## src/rtl/irq_ring_pkg.sv

```systemverilog
package irq_ring_pkg;
    localparam int WORD_W    = 32;
    localparam int VEC_WORDS = 8;
    localparam int VEC_W     = WORD_W * VEC_WORDS;
    localparam int VEC_BYTES = VEC_WORDS * 4;
    localparam int IDX_W     = $clog2(VEC_WORDS);
    localparam int ADDR_W    = 40;
    localparam int MIN_LOG2  = 4;

    localparam logic [2:0] SEL_CTRL = 3'd0;
    localparam logic [2:0] SEL_BASE = 3'd1;
    localparam logic [2:0] SEL_RPTR = 3'd2;
    localparam logic [2:0] SEL_WPTR = 3'd3;
    localparam logic [2:0] SEL_WBLO = 3'd4;
    localparam logic [2:0] SEL_WBHI = 3'd5;

    typedef enum logic [1:0] {
        ST_IDLE = 2'd0,
        ST_VEC  = 2'd1,
        ST_WB   = 2'd2
    } wr_state_e;
endpackage

```

## src/rtl/irq_ring_ptr.sv

```systemverilog
module irq_ring_ptr
    import irq_ring_pkg::*;
#(
    parameter int MAX_LOG2 = 16,
    localparam int PTR_W   = MAX_LOG2 + 2
) (
    input  logic [4:0]       size_log2,
    input  logic [PTR_W-1:0] wptr,
    input  logic [PTR_W-1:0] rptr,
    output logic [PTR_W-1:0] wptr_adv,
    output logic             full
);
    logic [4:0]       eff_log2;
    logic [PTR_W-1:0] mask;

    always_comb begin
        if (size_log2 < 5'(MIN_LOG2)) begin
            eff_log2 = 5'(MIN_LOG2);
        end else if (size_log2 > 5'(MAX_LOG2)) begin
            eff_log2 = 5'(MAX_LOG2);
        end else begin
            eff_log2 = size_log2;
        end
        mask     = {PTR_W{1'b1}} >> (5'(MAX_LOG2) - eff_log2);
        wptr_adv = (wptr + PTR_W'(VEC_BYTES)) & mask;
        full     = (wptr_adv == (rptr & mask));
    end
endmodule

```

## src/rtl/irq_ring_ctrl.sv

```systemverilog
module irq_ring_ctrl
    import irq_ring_pkg::*;
#(
    parameter int MAX_LOG2 = 16,
    localparam int PTR_W   = MAX_LOG2 + 2
) (
    input  logic                clk,
    input  logic                rst_n,
    input  logic                reg_wr,
    input  logic [2:0]          reg_sel,
    input  logic [WORD_W-1:0]   reg_wdata,
    output logic [WORD_W-1:0]   reg_rdata,
    input  logic                vec_valid,
    output logic                vec_ready,
    input  logic [VEC_W-1:0]    vec_data,
    output logic                mem_req,
    input  logic                mem_ack,
    output logic [ADDR_W-1:0]   mem_addr,
    output logic [WORD_W-1:0]   mem_data,
    input  logic [PTR_W-1:0]    wptr_adv,
    input  logic                full,
    output logic [PTR_W-1:0]    wptr_o,
    output logic [PTR_W-1:0]    rptr_o,
    output logic [4:0]          size_o,
    output logic                ring_en_o,
    output logic                ovf_o,
    output logic                vec_done_o,
    output logic                ovf_clr_o,
    output logic                wptr_load_o
);
    typedef struct packed {
        wr_state_e          st;
        logic [IDX_W-1:0]   idx;
        logic [VEC_W-1:0]   vbuf;
        logic               ring_en;
        logic               intr_en;
        logic               ovf_en;
        logic               wb_en;
        logic [4:0]         size;
        logic [WORD_W-1:0]  base;
        logic [PTR_W-1:0]   rptr;
        logic [PTR_W-1:0]   wptr;
        logic               ovf;
        logic [ADDR_W-3:0]  wb_addr;
    } ring_regs_t;

    ring_regs_t regs_d, regs_q;
    logic [WORD_W-1:0] wptr_val;
    logic              done_d;

    assign wptr_val    = WORD_W'(regs_q.wptr) | WORD_W'(regs_q.ovf);
    assign ovf_clr_o   = reg_wr && (reg_sel == SEL_CTRL) && reg_wdata[4];
    assign wptr_load_o = reg_wr && (reg_sel == SEL_WPTR);
    assign vec_ready   = (regs_q.st == ST_IDLE) && regs_q.ring_en;
    assign mem_req     = (regs_q.st != ST_IDLE);

    always_comb begin
        regs_d = regs_q;
        done_d = 1'b0;
        unique case (regs_q.st)
            ST_IDLE: begin
                if (vec_valid && vec_ready) begin
                    regs_d.vbuf = vec_data;
                    regs_d.idx  = '0;
                    regs_d.st   = ST_VEC;
                end
            end
            ST_VEC: begin
                if (mem_ack) begin
                    if (regs_q.idx == IDX_W'(VEC_WORDS - 1)) begin
                        regs_d.wptr = wptr_adv;
                        if (full && regs_q.ovf_en) begin
                            regs_d.ovf = 1'b1;
                        end
                        done_d    = 1'b1;
                        regs_d.st = regs_q.wb_en ? ST_WB : ST_IDLE;
                    end else begin
                        regs_d.idx = regs_q.idx + 1'b1;
                    end
                end
            end
            ST_WB: begin
                if (mem_ack) begin
                    regs_d.st = ST_IDLE;
                end
            end
            default: regs_d.st = ST_IDLE;
        endcase
        if (reg_wr) begin
            unique case (reg_sel)
                SEL_CTRL: begin
                    regs_d.ring_en = reg_wdata[0];
                    regs_d.intr_en = reg_wdata[1];
                    regs_d.ovf_en  = reg_wdata[2];
                    regs_d.wb_en   = reg_wdata[3];
                    regs_d.size    = reg_wdata[9:5];
                end
                SEL_BASE: regs_d.base = reg_wdata;
                SEL_RPTR: regs_d.rptr = {reg_wdata[PTR_W-1:5], 5'b0};
                SEL_WPTR: regs_d.wptr = {reg_wdata[PTR_W-1:5], 5'b0};
                SEL_WBLO: regs_d.wb_addr[ADDR_W-11:0] = reg_wdata[WORD_W-1:2];
                SEL_WBHI: regs_d.wb_addr[ADDR_W-3:ADDR_W-10] = reg_wdata[7:0];
                default: ;
            endcase
        end
        if (ovf_clr_o) begin
            regs_d.ovf = 1'b0;
        end
    end

    always_ff @(posedge clk) begin
        if (!rst_n) begin
            regs_q <= '0;
        end else begin
            regs_q <= regs_d;
        end
    end

    always_comb begin
        if (regs_q.st == ST_WB) begin
            mem_addr = {regs_q.wb_addr, 2'b00};
            mem_data = wptr_val;
        end else begin
            mem_addr = {regs_q.base, 8'h00} + ADDR_W'(regs_q.wptr)
                     + ADDR_W'({regs_q.idx, 2'b00});
            mem_data = regs_q.vbuf[regs_q.idx*WORD_W +: WORD_W];
        end
    end

    always_comb begin
        unique case (reg_sel)
            SEL_CTRL: reg_rdata = {22'b0, regs_q.size, 1'b0, regs_q.wb_en,
                                   regs_q.ovf_en, regs_q.intr_en, regs_q.ring_en};
            SEL_BASE: reg_rdata = regs_q.base;
            SEL_RPTR: reg_rdata = WORD_W'(regs_q.rptr);
            SEL_WPTR: reg_rdata = wptr_val;
            SEL_WBLO: reg_rdata = {regs_q.wb_addr[ADDR_W-11:0], 2'b00};
            SEL_WBHI: reg_rdata = {24'b0, regs_q.wb_addr[ADDR_W-3:ADDR_W-10]};
            default:  reg_rdata = '0;
        endcase
    end

    assign wptr_o     = regs_q.wptr;
    assign rptr_o     = regs_q.rptr;
    assign size_o     = regs_q.size;
    assign ring_en_o  = regs_q.ring_en;
    assign ovf_o      = regs_q.ovf;
    assign vec_done_o = done_d;
endmodule

```

## src/rtl/irq_ring_writer.sv

```systemverilog
module irq_ring_writer
    import irq_ring_pkg::*;
#(
    parameter int MAX_LOG2 = 16
) (
    input  logic                clk,
    input  logic                rst_n,
    input  logic                reg_wr,
    input  logic [2:0]          reg_sel,
    input  logic [WORD_W-1:0]   reg_wdata,
    output logic [WORD_W-1:0]   reg_rdata,
    input  logic                vec_valid,
    output logic                vec_ready,
    input  logic [VEC_W-1:0]    vec_data,
    output logic                mem_req,
    input  logic                mem_ack,
    output logic [ADDR_W-1:0]   mem_addr,
    output logic [WORD_W-1:0]   mem_data
);
    localparam int PTR_W = MAX_LOG2 + 2;

    logic [PTR_W-1:0] wptr_q;
    logic [PTR_W-1:0] rptr_q;
    logic [PTR_W-1:0] wptr_adv;
    logic [4:0]       size_q;
    logic             full;
    logic             ring_en;
    logic             ovf_flag;
    logic             vec_done;
    logic             ovf_clr;
    logic             wptr_load;

    irq_ring_ptr #(.MAX_LOG2(MAX_LOG2)) u_ptr (
        .size_log2 (size_q),
        .wptr      (wptr_q),
        .rptr      (rptr_q),
        .wptr_adv  (wptr_adv),
        .full      (full)
    );

    irq_ring_ctrl #(.MAX_LOG2(MAX_LOG2)) u_ctrl (
        .clk         (clk),
        .rst_n       (rst_n),
        .reg_wr      (reg_wr),
        .reg_sel     (reg_sel),
        .reg_wdata   (reg_wdata),
        .reg_rdata   (reg_rdata),
        .vec_valid   (vec_valid),
        .vec_ready   (vec_ready),
        .vec_data    (vec_data),
        .mem_req     (mem_req),
        .mem_ack     (mem_ack),
        .mem_addr    (mem_addr),
        .mem_data    (mem_data),
        .wptr_adv    (wptr_adv),
        .full        (full),
        .wptr_o      (wptr_q),
        .rptr_o      (rptr_q),
        .size_o      (size_q),
        .ring_en_o   (ring_en),
        .ovf_o       (ovf_flag),
        .vec_done_o  (vec_done),
        .ovf_clr_o   (ovf_clr),
        .wptr_load_o (wptr_load)
    );
endmodule

```

## config.mk

```make
export PLATFORM = sky130hd
export DESIGN_NAME = irq_ring_writer
export DESIGN_NICKNAME = d
export VERILOG_FILES = /design/src/rtl/irq_ring_pkg.sv /design/src/rtl/irq_ring_ptr.sv /design/src/rtl/irq_ring_ctrl.sv /design/src/rtl/irq_ring_writer.sv
export SDC_FILE = /design/constraint.sdc
export NUM_CORES = 1
export LEC_CHECK = 0
export BUFFER_PORTS_ARGS = -buffer_cell sky130_fd_sc_hd__buf_2
export CORE_ASPECT_RATIO = 2
export CORE_MARGIN = 2
export CORE_UTILIZATION = 30
export CTS_CLUSTER_DIAMETER = 120
export DETAILED_ROUTE_END_ITERATION = 10
export SKIP_CTS_REPAIR_TIMING = 1
export SLEW_MARGIN = 25
export SYNTH_ARGS = -nofsm -noshare
export SYNTH_HDL_FRONTEND = slang
export SYNTH_SLANG_ARGS = --single-unit
export TNS_END_PERCENT = 30
```

## constraint.sdc

```tcl
create_clock -name clk -period 3.7 [get_ports clk]
set_clock_uncertainty 0.05 [all_clocks]
set_input_delay 0 -clock clk [delete_from_list [all_inputs] [get_ports clk]]
set_output_delay 0 -clock clk [all_outputs]
set_load 0.02 [all_outputs]
```

==> results by group <==
Status
  – Status: finished clean

Logic synthesis
  – Yosys Warn Count: 0
  – Combinational family with the most area after synthesis: simple AND/OR/NAND/NOR gates
  – Share of the synthesized area in the top cell type: 0.413
  – Yosys cell types: 69
  – Ys flop type: dfxtp_1
  – Dominant cells by area after synthesis: dfxtp_1 41%, nand2_1 16%, a21oi_1 10%, mux4_2 8.5%, mux2i_1 2.9%
  – Syn Area/Cell: 7.86 sq um
  – Cell count after synthesis: 2,297
  – Synth cell count leaders: 787 x nand2_1, 378 x a21oi_1, 372 x dfxtp_1
  – Most common cell in the netlist: nand2_1
  – Syn_nets: 2,614
  – Synth async-reset ratio: 0
  – Synth Area in Adders: 0.0150
  – Post-synthesis sequential area ratio: 0.413
  – Area of the mapped netlist: 0.0181 sq mm
  – Post-synthesis mux area share: 0.114
  – EDFF count, synth: 0
  – Yosys reg bits: 372
  – Yosys top cell by area: dfxtp_1
  – Post-synthesis xor/xnor area fraction: 0.0277
  – Post-Synth Simple-Gate Area: 0.216
  – Compound-Gate Fraction of Synth Area: 0.171

Route
  – Drt pass-1 iters: 5
  – Drt drc: 0
  – Via count: 18,889
  – Antenna-violating nets left: 0
  – Average wire per standard cell: 20.7 um
  – Drt initial violations: 972
  – Drt total wl: 76,400 um
  – Routed vias/inst: 5.11

Timing
  – Period utilisation layout: 0.932
  – Fin. Hold Viols: 0
  – Worst-margin pin slew: 998 ps
  – Worst slew margin: 0.335
  – RSZ-0062 raised after global routing: no
  – Tmin final: 3450 ps
  – Finish-stage setup viols: 0
  – Setup TNS: 0 ps
  – Max Slew Vio Count: 0
  – Fmax: 0.290 GHz

Power
  – Power per cell area: 350 mW/mm^2
  – Switching pwr: 2.19 mW
  – Sequential Power Share: 0.473
  – Clock power share: 0.429
  – Leakage: 9.19 nW
  – Int Pwr: 6.51 mW
  – Peak VDD IR: 349 uV
  – Logic pwr share: 0.098
  – Sw frac: 0.251

GRT
  – First-pass GRT wire length: 104,000 um
  – Initial antenna violation count: 13
  – Largest net degree at the start of global routing: 114
  – GRT Overall Usage: 0.223
  – Total gr overflow: 0
  – Vias in the first global route: 16,893

CTS
  – Num CTS Buffers: 37
  – CTS clk-pin slew, worst paths: 70 ps
  – Worst skew pair latency: 540 ps
  – Clock Sinks: 372
  – Worst-case clock buffer depth: 3
  – Clock Tree Root: clkbuf_16
  – CTS tree: built
  – H-tree depth: 2

Place
  – Dpl cells: 3,319
  – Final GP Congestion: 0.957
  – HPWL Detailed: 53,300 um
  – # port buffers: 401

Run
  – Max_cap viols: 0

Final layout
  – Finished Layout Cells: 3,693
  – Final core occ: 0.416
  – Layout cell share with drive strength beyond 1: 0.202
  – Final net count: 3,198
  – # fillers: 6,005
  – Area grow syn2layout: 37.6%

Setup path
  – WS Path Type: reg2out
  – CP Capture Type: primary output
  – Crit path arrival time: 3400 ps
  – Crit Path Max Fanout: 17
  – CP Launch Type: flip-flop
  – Critical Path RT: 3650 ps

Floorplanning
  – Die area: 0.0623 sq mm
  – Top Ports: 402
  – Core region area: 0.0597 sq mm
  – Initial core utilization: 0.302
  – Die H: 351 um
  – Row cnt: 127
  – Die X-Extent: 177 um

Min path
  – Hold crit path type: in2reg
-- metrics by stage --
| step | instance area (sq um) | power (mW) | worst slack [ps] | hold WS, ps |
|---|---|---|---|---|
| global placement | 20700 | 4.78 | 630 | 192 |
| finish | 24800 | 8.69 | 250 | 53.8 |
| CTS | 21800 | 8.50 | 14.1 | -404 |
| floorplan | 18100 | 4.46 | 612 | 86.0 |
| detailed placement | 20700 | 4.78 | 594 | 195 |
| global route | 24800 | 8.96 | 15.7 | 60.6 |
-- layout make-up --
class,instances,area [sq um],share of cell area
inverters,15,63.8,0.00257
multi-input cells,1728,9860,0.397
clock inverters,18,129,0.00519
well taps,774,968,0.0390
repair buffers,727,5320,0.214
diodes,11,27.5,0.00111
clock buffers,48,1020,0.0410
flip-flops and latches,372,7460,0.300
-- registers in the layout, indices dropped and copies added, names as in the netlist --
| name | cells |
|---|---|
| u_ctrl.rptr_o | 13 |
| u_ctrl.ring_en_o | 1 |
| u_ctrl.ovf_o | 1 |
| u_ctrl.size_o | 5 |
| u_ctrl.wptr_o | 18 |
| u_ctrl.regs_q | 334 |
-- worst max-delay path, cell delays in order, from the launching register on --
cell and delay [ps]:
dfxtp_4 530, inv_1 100, fa_1 440, nor2b_1 270
o211ai_1 200, a21o_1 250, a21oi_4 390, o2111ai_1 200
xor2_1 170, o21ai_1 130, buf_2 170
-- power by group through the flow --
stage	Combinational (mW)	Clock [mW]	Sequential, mW
final	0.852	3.73	4.11
after CTS	0.586	3.81	4.11
after detailed placement	0.584	0	4.20
after global placement	0.582	0	4.20
after floorplan	0.293	0	4.17
after global routing	0.914	3.94	4.11
-- path summary, 6_finish.rpt --
kind,from,end,slack [ps],depth (start not counted)
worst min register to register,u_ctrl.regs_q[316]$_SDFFE_PN0P_,u_ctrl.regs_q[316]$_SDFFE_PN0P_,400,2
worst max register to register,u_ctrl.size_o[4]$_SDFFE_PN0P_,u_ctrl.ovf_o$_SDFFE_PP0P_,850,12
worst min-delay path,reg_sel[1],u_ctrl.rptr_o[12]$_SDFFE_PN0P_,50,4
worst max-delay path,u_ctrl.regs_q[373]$_SDFFE_PN0P_,mem_addr[38],250,10
-- metal layers --
metal | wire length [um] | vias up | global-route usage | share of wire
met5 | 46 | - | 0 | 0.00060
met4 | 4880 | 8 | 0.121 | 0.064
met3 | 4620 | 234 | 0.0495 | 0.060
met2 | 40300 | 781 | 0.422 | 0.53
met1 | 26600 | 8872 | 0.222 | 0.35
li1 | - | 8994 | - | -
-- logic make-up (layout without fill, tap and decap cells) --
kind of cell | count (synthesis) | count (layout)
and+or+nand+nor | 967 | 967
AOI/OAI and AO/OA | 562 | 562
DFF | 372 | 372
buffers and inverters | 197 | 808
muxes | 121 | 121
xor gates and xnor gates | 57 | 57
adders and majority gates | 21 | 21
other | 0 | 11
-- cell usage in the layout (no fill, tap or decap), types with 20 or more instances in the layout --
master,synthesis,final
a21oi_1,378,378
a22oi_1,26,26
buf_2,28,401
buf_4,4,21
clkbuf_16,0,37
dfxtp_1,372,369
dlygate4sd3_1,0,296
ha_1,20,20
mux2i_1,52,52
mux4_2,68,68
nand2_1,787,786
nor2_1,82,81
o21ai_0,68,68
xnor2_1,21,21
xor2_1,36,36
(Power assumes the default switching activity.)
